## src/rtl/crm_pkg.sv

```systemverilog
// Shared sizing and record type for the check message regenerator.
// Assumes K_MAX >= 2 and LAYERS >= 3.
package crm_pkg;
    parameter int unsigned MAG_W  = 4;
    parameter int unsigned K_MAX  = 25;
    parameter int unsigned LAYERS = 5;

    localparam int unsigned SLOTS  = LAYERS - 1;
    localparam int unsigned SLOT_W = (SLOTS > 1) ? $clog2(SLOTS) : 1;
    localparam int unsigned IDX_W  = $clog2(K_MAX);
    localparam int unsigned ROW_W  = $clog2(LAYERS);
    localparam int unsigned KLEN_W = $clog2(K_MAX + 1);
    localparam int unsigned MSG_W  = MAG_W + 1;
    localparam int unsigned CNT_W  = $clog2(K_MAX + 1);

    typedef struct packed {
        logic [MAG_W-1:0] m1;
        logic [MAG_W-1:0] m2;
        logic [IDX_W-1:0] idx;
        logic             csign;
    } fs_rec_t;
endpackage

```

## src/rtl/crm_fs_bank.sv

```systemverilog
// Register bank with one compact check record per earlier block row.
// Write is synchronous; read is combinational from the stored slot.
module crm_fs_bank
    import crm_pkg::*;
#(
    parameter int unsigned N_SLOT = SLOTS,
    parameter int unsigned SW     = SLOT_W
) (
    input  logic          clk,
    input  logic          rst_n,
    input  logic          wr_en,
    input  logic [SW-1:0] wr_slot,
    input  fs_rec_t       wr_rec,
    input  logic [SW-1:0] rd_slot,
    output fs_rec_t       rd_rec
);
    fs_rec_t slot_q [N_SLOT];

    for (genvar s = 0; s < N_SLOT; s++) begin : g_slot
        // Each slot loads only when addressed.
        always_ff @(posedge clk) begin
            if (!rst_n) begin
                slot_q[s] <= '0;
            end else if (wr_en && (int'(wr_slot) == s)) begin
                slot_q[s] <= wr_rec;
            end
        end
    end

    // Read mux; out-of-range addresses read zero.
    always_comb begin
        rd_rec = '0;
        for (int s = 0; s < N_SLOT; s++) begin
            if (int'(rd_slot) == s) rd_rec = slot_q[s];
        end
    end
endmodule

```

## src/rtl/crm_sign_fifo.sv

```systemverilog
// One-bit sign queue holding edge signs in arrival order.
// Full is judged before a same-cycle pop; an empty queue reads 0.
module crm_sign_fifo #(
    parameter int unsigned DEPTH = 25,
    parameter int unsigned CW    = $clog2(DEPTH + 1)
) (
    input  logic          clk,
    input  logic          rst_n,
    input  logic          push,
    input  logic          push_bit,
    input  logic          pop,
    output logic          head_bit,
    output logic [CW-1:0] count
);
    localparam int unsigned PTR_W = (DEPTH > 1) ? $clog2(DEPTH) : 1;

    logic [DEPTH-1:0] mem_q;
    logic [PTR_W-1:0] wr_q, rd_q;
    logic             acc_push, do_pop;

    // Accept and pop qualifiers.
    always_comb begin
        acc_push = push && (int'(count) < DEPTH);
        do_pop   = pop && (count != '0);
        head_bit = (count != '0) ? mem_q[rd_q] : 1'b0;
    end

    // Storage, pointers and occupancy.
    always_ff @(posedge clk) begin
        if (!rst_n) begin
            mem_q <= '0;
            wr_q  <= '0;
            rd_q  <= '0;
            count <= '0;
        end else begin
            if (acc_push) begin
                mem_q[wr_q] <= push_bit;
                wr_q <= (int'(wr_q) == DEPTH - 1) ? '0 : wr_q + 1'b1;
            end
            if (do_pop) begin
                rd_q <= (int'(rd_q) == DEPTH - 1) ? '0 : rd_q + 1'b1;
            end
            case ({acc_push, do_pop})
                2'b10:   count <= count + 1'b1;
                2'b01:   count <= count - 1'b1;
                default: count <= count;
            endcase
        end
    end
endmodule

```

## src/rtl/crm_edge_select.sv

```systemverilog
// Combinational per-edge message former: magnitude pick, sign
// recovery and zero forcing. Assumes magnitudes are unsigned.
module crm_edge_select
    import crm_pkg::*;
(
    input  fs_rec_t          rec,
    input  logic [IDX_W-1:0] edge_i,
    input  logic [ROW_W-1:0] row_i,
    input  logic             zero_all,
    input  logic             qsign,
    output logic [MSG_W-1:0] msg
);
    logic [MAG_W-1:0] mag;
    logic [MSG_W-1:0] smag;
    logic             neg, null_blk;

    // Select magnitude, recover sign, apply zero forcing.
    always_comb begin
        null_blk = zero_all || (int'(edge_i) < int'(row_i));
        mag      = (edge_i == rec.idx) ? rec.m2 : rec.m1;
        neg      = rec.csign ^ qsign;
        smag     = {1'b0, mag};
        if (null_blk)  msg = '0;
        else if (neg)  msg = '0 - smag;
        else           msg = smag;
    end
endmodule

```

## src/rtl/crm_regen.sv

```systemverilog
// Top of the check message regenerator. Sequences k edges per burst,
// reading one record and popping one sign bit per edge; the output
// stage is registered. Assumes the caller pushes edge signs in order.
module crm_regen
    import crm_pkg::*;
(
    input  logic              clk,
    input  logic              rst_n,
    input  logic              rec_wr,
    input  logic [SLOT_W-1:0] rec_slot,
    input  logic [MAG_W-1:0]  rec_m1,
    input  logic [MAG_W-1:0]  rec_m2,
    input  logic [IDX_W-1:0]  rec_idx,
    input  logic              rec_sign,
    input  logic              sgn_push,
    input  logic              sgn_bit,
    input  logic              go,
    input  logic [SLOT_W-1:0] go_slot,
    input  logic [ROW_W-1:0]  go_row,
    input  logic [KLEN_W-1:0] go_len,
    input  logic              go_first,
    output logic              r_valid,
    output logic [IDX_W-1:0]  r_edge,
    output logic [MSG_W-1:0]  r_msg,
    output logic              busy
);
    logic              busy_q, zero_q, accept, last_edge, qsign;
    logic [IDX_W-1:0]  cnt_q;
    logic [KLEN_W-1:0] len_q;
    logic [SLOT_W-1:0] slot_q;
    logic [ROW_W-1:0]  row_q;
    logic [CNT_W-1:0]  fifo_cnt;
    logic [MSG_W-1:0]  sel_msg;
    fs_rec_t           wr_rec, rd_rec;

    // Start qualification and end-of-burst detection.
    always_comb begin
        accept    = go && !busy_q && (go_len != '0) && (int'(go_len) <= K_MAX);
        last_edge = (int'(cnt_q) + 1 == int'(len_q));
        wr_rec    = '{m1: rec_m1, m2: rec_m2, idx: rec_idx, csign: rec_sign};
        busy      = busy_q;
    end

    crm_fs_bank u_bank (
        .clk     (clk),
        .rst_n   (rst_n),
        .wr_en   (rec_wr),
        .wr_slot (rec_slot),
        .wr_rec  (wr_rec),
        .rd_slot (slot_q),
        .rd_rec  (rd_rec)
    );

    crm_sign_fifo #(.DEPTH(K_MAX), .CW(CNT_W)) u_sfifo (
        .clk      (clk),
        .rst_n    (rst_n),
        .push     (sgn_push),
        .push_bit (sgn_bit),
        .pop      (busy_q),
        .head_bit (qsign),
        .count    (fifo_cnt)
    );

    crm_edge_select u_sel (
        .rec      (rd_rec),
        .edge_i   (cnt_q),
        .row_i    (row_q),
        .zero_all (zero_q),
        .qsign    (qsign),
        .msg      (sel_msg)
    );

    // Burst sequencer: latches burst setup and walks the edge counter.
    always_ff @(posedge clk) begin
        if (!rst_n) begin
            busy_q <= 1'b0;
            cnt_q  <= '0;
            len_q  <= '0;
            slot_q <= '0;
            row_q  <= '0;
            zero_q <= 1'b0;
        end else if (busy_q) begin
            cnt_q <= cnt_q + 1'b1;
            if (last_edge) busy_q <= 1'b0;
        end else if (accept) begin
            busy_q <= 1'b1;
            cnt_q  <= '0;
            len_q  <= go_len;
            slot_q <= go_slot;
            row_q  <= go_row;
            zero_q <= go_first;
        end
    end

    // Registered output stage.
    always_ff @(posedge clk) begin
        if (!rst_n) begin
            r_valid <= 1'b0;
            r_edge  <= '0;
            r_msg   <= '0;
        end else begin
            r_valid <= busy_q;
            if (busy_q) begin
                r_edge <= cnt_q;
                r_msg  <= sel_msg;
            end
        end
    end
endmodule

```

## config.mk

```make
export PLATFORM = sky130hd
export DESIGN_NAME = crm_regen
export DESIGN_NICKNAME = d
export VERILOG_FILES = /design/src/rtl/crm_pkg.sv /design/src/rtl/crm_fs_bank.sv /design/src/rtl/crm_sign_fifo.sv /design/src/rtl/crm_edge_select.sv /design/src/rtl/crm_regen.sv
export SDC_FILE = /design/constraint.sdc
export NUM_CORES = 1
export LEC_CHECK = 0
export ABC_AREA = 1
export CAP_MARGIN = 20
export CORE_MARGIN = 3
export CORE_UTILIZATION = 45
export DETAILED_ROUTE_END_ITERATION = 12
export PLACE_DENSITY_LB_ADDON = 0.05
export SLEW_MARGIN = 20
export SYNTH_ARGS = -nofsm -noshare
export SYNTH_HDL_FRONTEND = slang
export SYNTH_SLANG_ARGS = --single-unit
```

## constraint.sdc

```tcl
create_clock -name clk -period 4.2 [get_ports clk]
set_input_delay 1.26 -clock clk [delete_from_list [all_inputs] [get_ports clk]]
set_output_delay 1.26 -clock clk [all_outputs]
set_load 0.03 [all_outputs]
```

==> results.toml, run 1 <==
[logic_synthesis]
syn_avg_cell_area_um2 = 8.275
synth_cell_types = 47
ys_seq_elements = 124
synthesis.area_mm2 = 0.006066
yosysSeqAreaShare = 0.5017
synth_fp_nets = 781
async_flop_share = 0
syn_inst = 733
ys.flop_type = "dfxtp_1"
synth-edff-count = 56
synth_warnings = 0

[place]
port_buffers = 44
gp_congestion = 0.8218
dp_hpwl_um = 10030
pre_cts_ws_ns = 0.8009
placed_cells = 927

[pwr]
p_total_mw = 3.426
powerDensity_mw_per_mm2 = 474.4
leakagePower_nw = 2.949
ir_drop_uv = 293.3

[layout]
nets = 822
n_antenna_cell = 0
synthToLayoutAreaGrowth_pct = 19.06
post-route-util = 0.5609
n_fill_cell = 1220
fin_cells = 959
drive_gt1_frac = 0.08386

[grt]
antenna_found_initial = 0
grt.total_usage = 0.2063
grt_pass1_vias = 4864
overflow = 0
grt_pass1_wl_um = 23810
grt_max_degree = 33

[route]
drt_iter0_markers = 396
drc = 0
wl_per_cell_um = 15.11
vias = 5048
vias_per_cell = 5.264
wirelength_um = 14490
detail-route-antenna-nets = 0
drtPass1Iterations = 7

[status]
status = "completed"

[critical_path]
reg2reg_from = "u_sfifo.count[0]"
worstPathMaxFanout = 32
critPathKind = "primary input to register"
cp.arrival_ns = 3.51
crit_path_start = "rst_n"
start_kind = "primary input"
end_kind = "register"
crit_required_ns = 4.51

[die]
die_area_mm2 = 0.01491
coreArea_mm2 = 0.01288
rows = 41
die_h_um = 122.1
start_util = 0.4711
die_x_um = 122.1
ioPinCount = 45

[min_path]
hp-start = "u_sfifo.mem_q[14]"
min_path_type = "register to register"

[timing]
setup_ws_ns = 1.003
fin_setup_tns_ns = 0
tightest_slew_ns = 0.9520
setup_viol = 0
clock.fmax_ghz = 0.3128
relSlewSlack = 0.3614
final_hold_viol_count = 0
maxSlewViolCount = 0
rsz0062_at_grt = "false"
fin_crit_sh = 0.7612
min_period_ns = 3.197
fin_worst_skew_ns = 0.006403

[clock_network]
clk_pin_slew_ns = 0.05
holdBufCountCts = 0
htree_levels = 4
ctsResizeCount = 0
cts.sinks = 124
cts_tree = "built"
cts-root-buf = "clkbuf_16"
clock_latency_ns = 0.42
cts_setup_buffers = 0
max-clock-path-buffers = 2
numCtsBuffers = 17

[run]
cap_violations = 0
-- cell families after synthesis --
kind of cell,share of synthesized area
xor+xnor,0.01300
compound gates,0.1337
flops,0.5017
fa+ha+maj,0.03218
buf+inv,0.07838
simple gates,0.2411
-- cell usage after synthesis, types with 4 or more instances --
cell type  instances  area share
nand2_1          118       0.073
nor2_1            98       0.061
inv_1             86       0.053
dfxtp_1           68        0.22
o21ai_0           65       0.054
a21oi_1           56       0.046
edfxtp_1          56        0.28
nand3_1           48       0.040
clkbuf_1          18       0.011
nand4_1           16       0.017
ha_1              14       0.029
nand2_2           10       0.010
nor3_1             9      0.0074
xor2_1             8       0.012
o211ai_1           7      0.0087
nand3_2            6      0.0099
inv_2              5      0.0031
buf_6              4      0.0074
-- metrics by stage --
step | hold slack [ns] | area, µm²
floorplan | 0.4235 | 6066
global placement | 0.4385 | 6615
detailed placement | 0.4470 | 6615
CTS | 0.4547 | 7222
global route | 0.4850 | 7222
finish | 0.4553 | 7222
-- layout make-up --
| type | count | area (µm²) | share of cell area |
|---|---|---|---|
| multi-input combinational | 492 | 2547 | 0.3527 |
| clock buffer | 19 | 432.9 | 0.05994 |
| sequential | 124 | 3043 | 0.4213 |
| tap | 172 | 215.2 | 0.02980 |
| inverter | 93 | 354.1 | 0.04903 |
| timing repair buffer | 46 | 455.4 | 0.06306 |
| clock inverter | 13 | 173.9 | 0.02408 |
-- report_power, final --
part	internal [mW]	leakage (nW)	switching, mW	total [mW]
combinational	0.180	1.56	0.324	0.504
sequential	1.34	1.10	0.0674	1.41
clock	0.984	0.288	0.527	1.51
total	2.51	2.95	0.918	3.43
-- routing by layer --
layer / vias to the layer above / wire length, µm / GRT usage
li1: 2531 / - / -
met1: 2339 / 6548 / 0.2658
met2: 157 / 6925 / 0.3408
met3: 21 / 801 / 0.04271
met4: 0 / 213 / 0.08118
met5: - / 0 / 0
-- flip-flops by register name (all words and copies together) (netlist names), 2 cells and up --
register       flops
len_q              5
r_msg              5
row_q              3
cnt_q              5
u_sfifo.count      5
r_edge             5
u_sfifo.rd_q       5
u_bank.slot_q     56
u_sfifo.mem_q     25
slot_q             2
u_sfifo.wr_q       5
-- final timing paths --
kind | to | slack [ns] | depth (start not counted)
min reg2reg | u_sfifo.mem_q[14] | 0.46 | 2
max | busy | 1.00 | 3
max reg2reg | u_sfifo.count[4] | 1.37 | 12
min | u_sfifo.mem_q[14] | 0.46 | 2
-- layout by cell type (no fill, tap or decap), types with 2 or more instances in the layout --
cell type	Yosys	layout
a21o_1	3	3
a21oi_1	56	56
a221oi_1	2	2
a31oi_1	2	2
buf_4	0	2
bufinv_16	0	4
clkbuf_1	18	2
clkbuf_16	0	17
clkdlybuf4s50_1	0	44
clkinv_1	1	4
clkinv_2	0	3
clkinvlp_4	0	3
dfxtp_1	68	68
edfxtp_1	56	56
ha_1	14	14
inv_1	86	85
inv_2	5	5
nand2_1	118	118
nand2_2	10	10
nand2_4	3	3
nand3_1	48	48
nand3_2	6	6
nand3b_1	3	3
nand4_1	16	16
nor2_1	98	98
nor2_2	2	2
nor2_4	2	2
nor3_1	9	9
o211ai_1	7	7
o21ai_0	65	65
or2_2	3	3
xor2_1	8	8
-- worst max-delay path: stages --
cell             delay, ns
clkdlybuf4s50_1       0.80
clkinv_1              0.91
a311oi_1              0.53
Note: power is estimated with default switching activity, not from simulation.
==> inputs of run 2 (changes only) <==
==> constraint.sdc (replaced) <==
create_clock -name clk -period 3.2 [get_ports clk]
set_input_delay 0.96 -clock clk [delete_from_list [all_inputs] [get_ports clk]]
set_output_delay 0.96 -clock clk [all_outputs]
set_load 0.03 [all_outputs]
==> results.toml, run 2 (synthesis results as in run 1) <==
[status]
status = "completed"

[layout]
n_fill_cell = 1191
reg.largest.list = "u_bank.slot_q: 56 flops, u_sfifo.mem_q: 25 flops"
drive_gt1_frac = 0.09649
layout_commonest_cell = "nand2_1"
register_area_mm2 = 0.003043
post-route-util = 0.5654
n_antenna_cell = 0
regMostFlops = "u_bank.slot_q"
nets = 833
multi_input_area_mm2 = 0.002547
fin_cells = 970
stdcell_area_mm2 = 0.007281
synthToLayoutAreaGrowth_pct = 20.03
largest_reg_flops = 56
final_cell_mix = "118 x nand2_1, 98 x nor2_1, 86 x inv_1"

[route]
detail-route-antenna-nets = 0
wl_per_cell_um = 15.12
vias_per_cell = 5.292
drt_iter0_markers = 458
vias = 5133
drtPass1Iterations = 6
drc = 0
wirelength_um = 14660

[clock_network]
clock_latency_ns = 0.42
numCtsBuffers = 17
max-clock-path-buffers = 2
cts.sinks = 124
clk_pin_slew_ns = 0.06
cts_tree = "built"
cts_setup_buffers = 0
ctsResizeCount = 0
holdBufCountCts = 0
htree_levels = 4
cts-root-buf = "clkbuf_16"

[timing]
rsz0062_at_grt = "false"
setup_ws_ns = 0.3439
relSlewSlack = 0.3671
maxSlewViolCount = 0
fin_setup_tns_ns = 0
clock.fmax_ghz = 0.3501
min_period_ns = 2.856
final_hold_viol_count = 0
fin_worst_skew_ns = 0.006711
fin_hold_ws_ns = 0.4497
setup_viol = 0
fin_crit_sh = 0.8925
tightest_slew_ns = 0.9483

[grt]
overflow = 0
grt_max_degree = 31
grt_pass1_wl_um = 24210
grt.total_usage = 0.2097
grt_pass1_vias = 4927
antenna_found_initial = 0

[die]
coreArea_mm2 = 0.01288
start_util = 0.4711
die_h_um = 122.1
die_x_um = 122.1
die_area_mm2 = 0.01491
ioPinCount = 45
rows = 41

[place]
postPlaceCellArea_mm2 = 0.006698
placed_cells = 938
port_buffers = 44
dp_hpwl_um = 10340
gp_congestion = 0.8252
pre_cts_ws_ns = 0.08886

[critical_path]
regToRegEndpoint = "u_sfifo.count[4]"
cp_slowest_cell = "dfxtp_1"
ff2ff_path_depth = 12
critical_path.max_stage_delay_ns = 0.36
crit_family = "compound AO/OA/AOI/OAI gates"
reg2reg_from = "u_sfifo.count[0]"
worst-path-buf-inv = 1
end_kind = "register"
crit_required_ns = 3.51
path_cells = "nor3_1, nand3_1, nand2_1, inv_1, ha_1, ha_1, a21o_1, a31oi_1, o21ai_0, a21o_1, o21ai_0, a21oi_1"
worstPathMaxFanout = 7
r2r_setup_slack_ns = 0.34
cp.arrival_ns = 3.16
critPathKind = "register to register"
start_kind = "register"

[pwr]
ir_drop_uv = 397.7
leakagePower_nw = 2.990
p_total_mw = 4.404
powerDensity_mw_per_mm2 = 604.9

[run]
cap_violations = 0

[min_path]
hold_depth = 2
min_path_type = "register to register"
hp-start = "u_sfifo.mem_q[21]"
hold_end = "u_sfifo.mem_q[21]"
-- run 2: cell count changes in the layout (fill, tap and decap cells not counted) --
cell	change
clkinv_1	-1
clkinvlp_4	+1
buf_4	+11
bufinv_16	-3
inv_1	+1
clkbuf_16	+2
clkbuf_8	+1
clkinv_2	-1
-- run 2: layer usage --
layer  share of wire  routed length [µm]  up-vias  GRT usage
met1            0.45                6602     2396     0.2795
met4           0.017                 243        0    0.08817
met2            0.47                6914      159     0.3267
met3           0.062                 904       26    0.05153
li1                -                   -     2552          -
met5               0                   0        -          0
-- run 2: how the worst max path moves through the flow --
stage | from | to | slack, ns | cells past startpoint
2_1_floorplan | sgn_push | u_sfifo.count[4] | 0.70 | 9
3_3_place_gp | sgn_push | u_sfifo.count[4] | 0.11 | 10
3_5_place_dp | sgn_push | u_sfifo.count[4] | 0.09 | 10
4_1_cts | u_sfifo.count[0] | u_sfifo.count[4] | 0.37 | 12
5_1_grt | u_sfifo.count[0] | u_sfifo.count[4] | 0.11 | 12
6_report | u_sfifo.count[0] | u_sfifo.count[4] | 0.34 | 12
-- run 2: tightest hold or removal path, stage by stage, from the launching register on --
cell and delay, ns:
dfxtp_1 0.29, inv_1 0.06, a21oi_1 0.05
-- run 2: cell type report --
cell class	instances	area share
Sequential cell	124	0.4179
Multi-Input combinational cell	492	0.3499
Timing Repair Buffer	57	0.07390
Clock buffer	22	0.06822
Inverter	93	0.04863
Tap cell	172	0.02956
Clock inverter	10	0.01186
-- run 2: report_power, final --
part | switching [mW] | internal, mW
combinational | 0.452 | 0.248
sequential | 0.0694 | 1.76
clock | 0.699 | 1.17
total | 1.22 | 3.18
==> inputs of run 3 (changes only) <==
==> constraint.sdc (replaced) <==
create_clock -name clk -period 3.65 [get_ports clk]
set_input_delay 1.095 -clock clk [delete_from_list [all_inputs] [get_ports clk]]
set_output_delay 1.095 -clock clk [all_outputs]
set_load 0.03 [all_outputs]
==> results.toml, run 3 (synthesis results as in run 1) <==
[die]
die_x_um = 122.1
start_util = 0.4711
ioPinCount = 45
coreArea_mm2 = 0.01288
die_h_um = 122.1
die_area_mm2 = 0.01491
rows = 41

[timing]
clock.fmax_ghz = 0.3356
maxSlewViolCount = 0
final_hold_viol_count = 0
relSlewSlack = 0.4197
setup_viol = 0
fin_worst_skew_ns = 0.007308
fin_crit_sh = 0.8163
fin_setup_tns_ns = 0
setup_ws_ns = 0.6707
rsz0062_at_grt = "false"
tightest_slew_ns = 0.8677
min_period_ns = 2.979

[layout]
n_antenna_cell = 0
drive_gt1_frac = 0.08965
reg.largest.list = "u_bank.slot_q: 56 flops, u_sfifo.mem_q: 25 flops"
final_cell_mix = "118 x nand2_1, 98 x nor2_1, 86 x inv_1"
layout_commonest_cell = "nand2_1"
largest_reg_flops = 56
regMostFlops = "u_bank.slot_q"
n_fill_cell = 1198
nets = 827
synthToLayoutAreaGrowth_pct = 19.18

[critical_path]
critPathKind = "register to register"
r2r_setup_slack_ns = 0.67
worstPathMaxFanout = 7
end_kind = "register"
start_kind = "register"
crit_required_ns = 3.95
cp.arrival_ns = 3.28

[clock_network]
max-clock-path-buffers = 2
numCtsBuffers = 17
ctsResizeCount = 0
clock_latency_ns = 0.42
cts_tree = "built"
cts_setup_buffers = 0
cts.sinks = 124
clk_pin_slew_ns = 0.05
holdBufCountCts = 0
cts-root-buf = "clkbuf_16"
htree_levels = 4

[route]
drc = 0
wirelength_um = 14840
detail-route-antenna-nets = 0
drt_iter0_markers = 316
wl_per_cell_um = 15.39
vias_per_cell = 5.278
drtPass1Iterations = 5
vias = 5088

[grt]
overflow = 0
grt_max_degree = 31
antenna_found_initial = 0
grt.total_usage = 0.2104
grt_pass1_wl_um = 24530
grt_pass1_vias = 4910

[place]
pre_cts_ws_ns = 0.3764
gp_congestion = 0.8303
dp_hpwl_um = 10410
port_buffers = 44

[pwr]
powerDensity_mw_per_mm2 = 533.8
ir_drop_uv = 314.3
leakagePower_nw = 2.979

[min_path]
min_path_type = "register to register"

[status]
status = "completed"

[run]
cap_violations = 0
[run 3: cell types whose count changed in the layout (fill, tap and decap cells not counted), sizes merged]
cell,change
clkinvlp,-4
inv,+1
clkbuf,+4
clkinv,-1
buf,-6
[run 3: critical path, cell delays in order, from the launching register on]
cell and delay (ns):
dfxtp_1 0.37, nor3_1 0.33, nand3_1 0.22, nand2_1 0.24, inv_1 0.13, ha_1 0.30, ha_1 0.36, a21o_1 0.20
a31oi_1 0.19, o21ai_0 0.13, a21o_1 0.18, o21ai_0 0.15, a21oi_1 0.05
[run 3: area by class of cell]
type                            instances  area, µm²  share of cell area
Clock buffer                           26      520.5             0.07200
Timing Repair Buffer                   51      493.0             0.06819
Clock inverter                          6      56.30            0.007788
Multi-Input combinational cell        492       2547              0.3524
Sequential cell                       124       3043              0.4209
Tap cell                              172      215.2             0.02977
Inverter                               93      354.1             0.04898
[run 3: worst paths after layout]
kind / startpoint / endpoint / cells past startpoint
worst max-delay path: u_sfifo.count[0] / u_sfifo.count[4] / 12
worst min-delay path: u_sfifo.mem_q[20] / u_sfifo.mem_q[20] / 2
worst max register to register: u_sfifo.count[0] / u_sfifo.count[4] / 12
worst min register to register: u_sfifo.mem_q[20] / u_sfifo.mem_q[20] / 2
[run 3: power by group]
group          internal [mW]  switching, mW  leakage, nW
Sequential              1.55         0.0638         1.10
Clock                   1.05          0.593        0.290
Combinational          0.214          0.396         1.58
[run 3: per-stage QoR]
step | instances | power (mW) | hold WS (ns) | instance area [µm²] | util
after floorplan | 733 | 2.045 | 0.4235 | 6066 | -
after CTS | 964 | 3.879 | 0.4522 | 7229 | 0.5615
after global placement | 932 | 2.227 | 0.4406 | 6653 | 0.5167
final | 964 | 3.859 | 0.4480 | 7229 | 0.5615
after detailed placement | 932 | 2.248 | 0.4445 | 6653 | 0.5167
after global routing | 964 | 4.019 | 0.4608 | 7229 | 0.5615
[run 3: routing by layer]
layer | GRT usage | vias to the layer above | wire length [µm]
met5 | 0 | - | 0
met4 | 0.06998 | 0 | 227
met3 | 0.04782 | 23 | 681
met2 | 0.3425 | 120 | 6957
met1 | 0.2781 | 2399 | 6973
li1 | - | 2546 | -
